[src/rtl/adcSerialPkg.sv]
package adcSerialPkg;

  typedef enum logic [1:0] {
    ST_SHIFT     = 2'd0,
    ST_CONV_EXT  = 2'd1,
    ST_CONV_TEST = 2'd2
  } convState_e;

  // strobes from control to datapath
  typedef struct packed {
    logic reload;      // reload output shifter from stored result
    logic shiftOut;    // advance output shifter one bit
    logic shiftAddr;   // take one address bit
    logic clrAddr;     // clear address register
    logic takeResult;  // store external converter result
    logic takeTest;    // store self-test value
  } dpCtrl_t;

endpackage

[src/rtl/adcSyncChain.sv]
module adcSyncChain #(
  parameter int   STAGES    = 2,
  parameter logic RESET_VAL = 1'b0
) (
  input  logic clk,
  input  logic rstN,
  input  logic asyncIn,
  output logic syncOut
);
  logic [STAGES-1:0] stage;

  generate
    if (STAGES == 1) begin : g_single
      always_ff @(posedge clk or negedge rstN) begin
        if (!rstN) stage <= RESET_VAL;
        else       stage <= asyncIn;
      end
    end else begin : g_multi
      always_ff @(posedge clk or negedge rstN) begin
        if (!rstN) stage <= {STAGES{RESET_VAL}};
        else       stage <= {stage[STAGES-2:0], asyncIn};
      end
    end
  endgenerate

  assign syncOut = stage[STAGES-1];
endmodule

[src/rtl/adcSerialCtrl.sv]
module adcSerialCtrl
  import adcSerialPkg::*;
#(
  parameter int DATA_W   = 8,
  parameter int ADDR_W   = 4,
  parameter int CS_VALID = 3,
  parameter int TEST_LAT = 4
) (
  input  logic    clk,
  input  logic    rstN,
  input  logic    sclkS,
  input  logic    csNS,
  input  logic    isTestChan,
  input  logic    convDone,
  output dpCtrl_t ctl,
  output logic    convStart,
  output logic    convAbort,
  output logic    eoc,
  output logic    sdoOe,
  output logic    convSample
);
  localparam int FRAME  = DATA_W;
  localparam int BIT_W  = $clog2(FRAME + 1);
  localparam int LOW_W  = $clog2(CS_VALID + 1);
  localparam int TCNT_W = $clog2(TEST_LAT + 1);

  convState_e        state;
  logic              sclkQ;
  logic              sclkRise, sclkFall;
  logic [LOW_W-1:0]  lowCnt;
  logic              csActive;
  logic              ifaceReset;
  logic [BIT_W-1:0]  bitCnt;
  logic [TCNT_W-1:0] testCnt;
  logic              testDone;
  logic              shiftEn;
  logic              lastFall;

  // serial clock edge detection in converter clock domain
  always_ff @(posedge clk or negedge rstN) begin
    if (!rstN) sclkQ <= 1'b0;
    else       sclkQ <= sclkS;
  end
  assign sclkRise = sclkS & ~sclkQ;
  assign sclkFall = ~sclkS & sclkQ;

  // select qualification by duration
  assign ifaceReset = !csNS && (lowCnt == LOW_W'(CS_VALID - 1));

  always_ff @(posedge clk or negedge rstN) begin
    if (!rstN) begin
      lowCnt   <= '0;
      csActive <= 1'b0;
    end else if (csNS) begin
      lowCnt   <= '0;
      csActive <= 1'b0;
    end else begin
      if (lowCnt != LOW_W'(CS_VALID)) lowCnt <= lowCnt + 1'b1;
      if (ifaceReset) csActive <= 1'b1;
    end
  end

  assign shiftEn  = csActive && (state == ST_SHIFT) && !ifaceReset;
  assign lastFall = shiftEn && sclkFall && (bitCnt == BIT_W'(FRAME - 1));
  assign testDone = (state == ST_CONV_TEST) && (testCnt == TCNT_W'(TEST_LAT - 1));

  // frame and conversion sequencing
  always_ff @(posedge clk or negedge rstN) begin
    if (!rstN) begin
      state     <= ST_SHIFT;
      bitCnt    <= '0;
      testCnt   <= '0;
      eoc       <= 1'b1;
      convStart <= 1'b0;
      convAbort <= 1'b0;
    end else begin
      convStart <= 1'b0;
      convAbort <= 1'b0;
      if (ifaceReset) begin
        if (state != ST_SHIFT) convAbort <= 1'b1;
        state  <= ST_SHIFT;
        bitCnt <= '0;
        eoc    <= 1'b1;
      end else begin
        unique case (state)
          ST_SHIFT: begin
            if (lastFall) begin
              bitCnt  <= BIT_W'(FRAME);
              eoc     <= 1'b0;
              testCnt <= '0;
              if (isTestChan) begin
                state <= ST_CONV_TEST;
              end else begin
                state     <= ST_CONV_EXT;
                convStart <= 1'b1;
              end
            end else if (shiftEn && sclkFall) begin
              bitCnt <= bitCnt + 1'b1;
            end
          end
          ST_CONV_EXT: begin
            if (convDone) begin
              state  <= ST_SHIFT;
              bitCnt <= '0;
              eoc    <= 1'b1;
            end
          end
          ST_CONV_TEST: begin
            if (testDone) begin
              state  <= ST_SHIFT;
              bitCnt <= '0;
              eoc    <= 1'b1;
            end else begin
              testCnt <= testCnt + 1'b1;
            end
          end
          default: state <= ST_SHIFT;
        endcase
      end
    end
  end

  // strobes to datapath
  always_comb begin
    ctl            = '0;
    ctl.reload     = ifaceReset;
    ctl.clrAddr    = ifaceReset;
    ctl.shiftOut   = shiftEn && sclkFall;
    ctl.shiftAddr  = shiftEn && sclkRise && (bitCnt < BIT_W'(ADDR_W));
    ctl.takeResult = !ifaceReset && (state == ST_CONV_EXT) && convDone;
    ctl.takeTest   = !ifaceReset && testDone;
  end

  assign sdoOe      = csActive && (state == ST_SHIFT);
  assign convSample = csActive && (state == ST_SHIFT) && (bitCnt >= BIT_W'(ADDR_W));

  // output released one cycle after select rises
  assert_oe_off_R1: assert property (@(posedge clk) disable iff (!rstN)
    csNS |=> !sdoOe);

  // start pulse coincides with the fall of eoc
  assert_start_eoc_R6: assert property (@(posedge clk) disable iff (!rstN)
    convStart |-> $fell(eoc));

  // bit count frozen during conversion
  assert_lockout_R7: assert property (@(posedge clk) disable iff (!rstN)
    (state != ST_SHIFT) |-> (bitCnt == BIT_W'(FRAME)));

  // eoc only rises when leaving a conversion
  assert_eoc_rise_R8: assert property (@(posedge clk) disable iff (!rstN)
    $rose(eoc) |-> ($past(state) != ST_SHIFT));

  // abort leaves the block ready
  assert_abort_R3: assert property (@(posedge clk) disable iff (!rstN)
    convAbort |-> (eoc && !convStart));

endmodule

[src/rtl/adcSerialDatapath.sv]
module adcSerialDatapath
  import adcSerialPkg::*;
#(
  parameter int DATA_W     = 8,
  parameter int ADDR_W     = 4,
  parameter int NUM_INPUTS = 11
) (
  input  logic              clk,
  input  logic              rstN,
  input  dpCtrl_t           ctl,
  input  logic              dinS,
  input  logic [DATA_W-1:0] convResult,
  output logic              sdo,
  output logic              isTestChan,
  output logic [ADDR_W-1:0] convChan
);
  localparam logic [DATA_W-1:0] TEST_VALUE = DATA_W'(1) << (DATA_W - 1);
  localparam logic [ADDR_W-1:0] TEST_CODE  = ADDR_W'(NUM_INPUTS);

  logic [ADDR_W-1:0] addrShift;
  logic [DATA_W-1:0] resultReg;
  logic [DATA_W-1:0] outShift;

  always_ff @(posedge clk or negedge rstN) begin
    if (!rstN)              addrShift <= '0;
    else if (ctl.clrAddr)   addrShift <= '0;
    else if (ctl.shiftAddr) addrShift <= {addrShift[ADDR_W-2:0], dinS};
  end

  always_ff @(posedge clk or negedge rstN) begin
    if (!rstN)               resultReg <= '0;
    else if (ctl.takeResult) resultReg <= convResult;
    else if (ctl.takeTest)   resultReg <= TEST_VALUE;
  end

  always_ff @(posedge clk or negedge rstN) begin
    if (!rstN)               outShift <= '0;
    else if (ctl.takeResult) outShift <= convResult;
    else if (ctl.takeTest)   outShift <= TEST_VALUE;
    else if (ctl.reload)     outShift <= resultReg;
    else if (ctl.shiftOut)   outShift <= {outShift[DATA_W-2:0], 1'b0};
  end

  // channel codes at or above the input count fold onto the test code
  assign isTestChan = (addrShift >= TEST_CODE);
  assign convChan   = isTestChan ? TEST_CODE : addrShift;
  assign sdo        = outShift[DATA_W-1];

  assert_hold_R3: assert property (@(posedge clk) disable iff (!rstN)
    (!ctl.takeResult && !ctl.takeTest) |=> $stable(resultReg));

  assert_capture_R8: assert property (@(posedge clk) disable iff (!rstN)
    ctl.takeResult |=> (resultReg == $past(convResult)));

  assert_test_value_R9: assert property (@(posedge clk) disable iff (!rstN)
    ctl.takeTest |=> (resultReg == TEST_VALUE));

endmodule

[src/rtl/adcSerialSlave.sv]
module adcSerialSlave
  import adcSerialPkg::*;
#(
  parameter int DATA_W      = 8,
  parameter int ADDR_W      = 4,
  parameter int NUM_INPUTS  = 11,
  parameter int SYNC_STAGES = 2,
  parameter int CS_VALID    = 3,
  parameter int TEST_LAT    = 4
) (
  input  logic              clk,
  input  logic              rstN,
  input  logic              csN,
  input  logic              sclk,
  input  logic              din,
  input  logic [DATA_W-1:0] convResult,
  input  logic              convDone,
  output logic              sdo,
  output logic              sdoOe,
  output logic              eoc,
  output logic              convStart,
  output logic              convAbort,
  output logic [ADDR_W-1:0] convChan,
  output logic              convSample
);
  logic    sclkS, csNS, dinS;
  logic    isTestChan;
  dpCtrl_t ctl;

  adcSyncChain #(.STAGES(SYNC_STAGES), .RESET_VAL(1'b0)) uSyncSclk (
    .clk(clk), .rstN(rstN), .asyncIn(sclk), .syncOut(sclkS));
  adcSyncChain #(.STAGES(SYNC_STAGES), .RESET_VAL(1'b1)) uSyncCs (
    .clk(clk), .rstN(rstN), .asyncIn(csN), .syncOut(csNS));
  adcSyncChain #(.STAGES(SYNC_STAGES), .RESET_VAL(1'b0)) uSyncDin (
    .clk(clk), .rstN(rstN), .asyncIn(din), .syncOut(dinS));

  adcSerialCtrl #(
    .DATA_W(DATA_W), .ADDR_W(ADDR_W), .CS_VALID(CS_VALID), .TEST_LAT(TEST_LAT)
  ) uCtrl (
    .clk(clk), .rstN(rstN), .sclkS(sclkS), .csNS(csNS),
    .isTestChan(isTestChan), .convDone(convDone), .ctl(ctl),
    .convStart(convStart), .convAbort(convAbort), .eoc(eoc),
    .sdoOe(sdoOe), .convSample(convSample));

  adcSerialDatapath #(
    .DATA_W(DATA_W), .ADDR_W(ADDR_W), .NUM_INPUTS(NUM_INPUTS)
  ) uDp (
    .clk(clk), .rstN(rstN), .ctl(ctl), .dinS(dinS),
    .convResult(convResult), .sdo(sdo), .isTestChan(isTestChan),
    .convChan(convChan));

endmodule

[config.mk]
export PLATFORM = sky130hd
export DESIGN_NAME = adcSerialSlave
export DESIGN_NICKNAME = d
export VERILOG_FILES = /design/src/rtl/adcSerialPkg.sv /design/src/rtl/adcSyncChain.sv /design/src/rtl/adcSerialCtrl.sv /design/src/rtl/adcSerialDatapath.sv /design/src/rtl/adcSerialSlave.sv
export SDC_FILE = /design/constraint.sdc
export NUM_CORES = 1
export LEC_CHECK = 0
export BUFFER_PORTS_ARGS = -buffer_cell sky130_fd_sc_hd__buf_2
export CORE_AREA = 5 5 83 66
export DETAILED_ROUTE_END_ITERATION = 16
export DIE_AREA = 0 0 88 71
export GPL_TIMING_DRIVEN = 0
export HOLD_SLACK_MARGIN = 0.1
export SYNTH_ARGS = -nofsm -noshare
export SYNTH_HDL_FRONTEND = slang
export SYNTH_SLANG_ARGS = --single-unit
[constraint.sdc]
create_clock -name clk -period 2.16 [get_ports clk]
set_input_delay 0 -clock clk [delete_from_list [all_inputs] [get_ports clk]]
set_output_delay 0 -clock clk [all_outputs]
set_load 0.005 [all_outputs]
==> flow_summary.toml <==
[run_status]
outcome = "finished, final reports clean"

[placed_design]
gp_congestion = 0.791
placed_cells = 277
placed_area_mm2 = 0.00224
dp_hpwl_um = 2820
port_buffers = 23

[routing]
ant_nets = 0
routed_via_density = 5.19
dr.pass1.iters = 4
post_drt_wl_per_cell_um = 13.8
wl_um = 4090
drc = 0
drtIter0Drc = 82
vias = 1542

[pwr]
power_w = 0.00204
total_leakage_power_nw = 1.19
power.density_mw_per_mm2 = 825
ir_drop_mv = 0.536

[timing]
fin_crit_ns = 1.89
worstMarginPinSlew_ns = 0.928
drv_slew = 0
maxSlewHeadroom = 0.381
tns_ns = 0
post-route-period-util = 0.876
clock.fmax_mhz = 529
hold_slack_ns = 0.148
setup_viol = 0
fin_skew_ns = 0.00781
rsz0062_at_grt = "no"
hold_viol = 0

[synthesis]
synth_largest_area_cell = "dfrtp_1"
synth_top_cell_area_share = 0.475
seq_area_frac_synth = 0.513
synthFlopType = "dfrtp_1"
netlist_area_mm2 = 0.00205
yosysWarningCount = 0
synthTopCellsByArea = "dfrtp_1, ha_1, nor2_1, dfstp_2, mux2_2"
synth_edf_count = 0
avgSynthCellArea_um2 = 10.6
ys_ff_latch = 42
syn_inst = 194
async_flop_share = 1.00
syn-num-nets = 216
synth.distinct_cells = 38

[cts]
cts_buffers = 5
numClockSinks = 42
cts_resized = 0
post_cts_buffers = 0
cts-htree-levels = 2
clkSlewWorstSetupHoldPaths_ns = 0.08
ctsHoldBuffers = 12
clockBufferDepth = 2
clkLatencyLatePin_ns = 0.29
tritoncts = "built"
clk_root_buffer_cell = "clkbuf_8"

[finish]
antenna_cells = 0
stdcell_area_mm2 = 0.00247
syn2layout_area_growth_pct = 20.5
drive_gt1_frac = 0.207
fin_cells = 297
nets = 258
final_cell_mix = "dfrtp_1, buf_2, nor2_1"
fillerInstances = 422
final_common_cell = "dfrtp_1"

[critical_path]
cp_slowest_cell = "dfrtp_1"
end_kind = "flop"
crit_path_start_kind = "flop"
critical_path_required_ns = 2.34
crit_type = "flop to flop"
slowest_delay_ns = 0.40
cp.arrival_ns = 2.07
path_cells = "inv_1 > ha_1 > and4b_1 > buf_4 > nand3_4 > a211o_1 > a32o_1"
crit_fanout = 9

[die]
start_util = 0.442
core_mm2 = 0.00465
die_w_um = 88
die_area_mm2 = 0.00625
die_h_um = 71
rows = 22
io_pins = 24

[global_route]
grt_antenna_before_repair = 0
grt_pass1_vias = 1435
grt_max_degree = 43
overflow = 0
grt_usage = 0.142
grt_pass1_wl_um = 6990

[worst_hold_path]
hp-class = "input pin to flop"

[job]
maxCapViolCount = 0
## final timing paths
path | startpoint | end | slack, ns | cells after the start
max | uCtrl.state[0] | uCtrl.testCnt[1] | 0.27 | 7
min | convDone | uDp.outShift[6] | 0.15 | 4
max reg2reg | uCtrl.state[0] | uCtrl.testCnt[1] | 0.27 | 7
min reg2reg | uSyncSclk.stage[0] | uSyncSclk.stage[1] | 0.35 | 0
max in group asynchronous | rstN | uDp.resultReg[6] | 1.20 | 2
min in group asynchronous | rstN | uCtrl.bitCnt[0] | 0.38 | 2
## Yosys cell counts (all sizes together), types with 3 or more instances
cell type  instances
ha                 8
mux2i              6
a21o               3
a21oi             12
nand4              5
nand2             12
buf                7
and2               4
inv                7
mux2               6
nand3              3
nor2              23
nand4b             3
dfrtp             39
o21ai              6
nor2b              5
dfstp              3
a22oi              8
nand2b             7
a22o               7
## cell families (layout without fill, tap and decap cells)
logic type	count (synthesis)	in the layout	synth area share
fa+ha+maj	8	8	0.0487
buf+inv	16	59	0.0347
mux	12	12	0.0621
flops	42	42	0.513
xor+xnor	1	1	0.00426
compound gates	47	47	0.163
simple gates	68	68	0.174
## area by class of cell
type	instances	area, um^2	share of cell area
Multi-Input combinational cell	136	928	0.375
Inverter	7	26.3	0.0106
Timing Repair Buffer	35	235	0.0950
Buffer	9	45.0	0.0182
Clock inverter	2	37.5	0.0152
Sequential cell	42	1050	0.426
Tap cell	60	75.1	0.0303
Clock buffer	6	72.6	0.0293
## where the power goes
part	internal [W]	leakage [nW]	total (W)	switching [W]
sequential	0.000915	0.535	0.00101	0.0000939
combinational	0.000216	0.607	0.000417	0.000201
clock	0.000345	0.0514	0.000614	0.000269
total	0.00148	1.19	0.00204	0.000564
## sequential cells by signal, summed over array words and instances (netlist names)
signal and flops:
uCtrl.convStart 1, uCtrl.convAbort 1, uSyncDin.stage 2, uCtrl.sclkQ 1, uCtrl.lowCnt 2, uCtrl.csActive 1
uCtrl.eoc 1, uCtrl.state 2, uDp.addrShift 4, uCtrl.testCnt 3, uDp.resultReg 8, uDp.outShift 8
uSyncSclk.stage 2, uCtrl.bitCnt 4, uSyncCs.stage 2
## metrics by stage
stage          setup WS (ns)  utilization
2_1_floorplan          0.467            -
3_3_place_gp           0.283        0.483
3_5_place_dp           0.285        0.483
4_1_cts                0.267        0.532
5_1_grt                0.158        0.532
6_report               0.268        0.532
## layer usage
layer  GRT usage  wire (um)  vias up  share of wire
met3      0.0419        176        4          0.043
met1       0.215       2120      732           0.52
met5           0          0        -              0
li1            -          -      777              -
met2       0.196       1770       29           0.43
met4      0.0392         29        0         0.0071
## critical path: cells and delay by family, from the launching register on
kind	cells	cell delay, ns
AND/OR/NAND/NOR	2	0.36
AO/OA/AOI/OAI	2	0.51
flip-flops	1	0.40
buffers and inverters	2	0.24
adder cells (fa/ha/maj)	1	0.27
(Power assumes the default switching activity.)
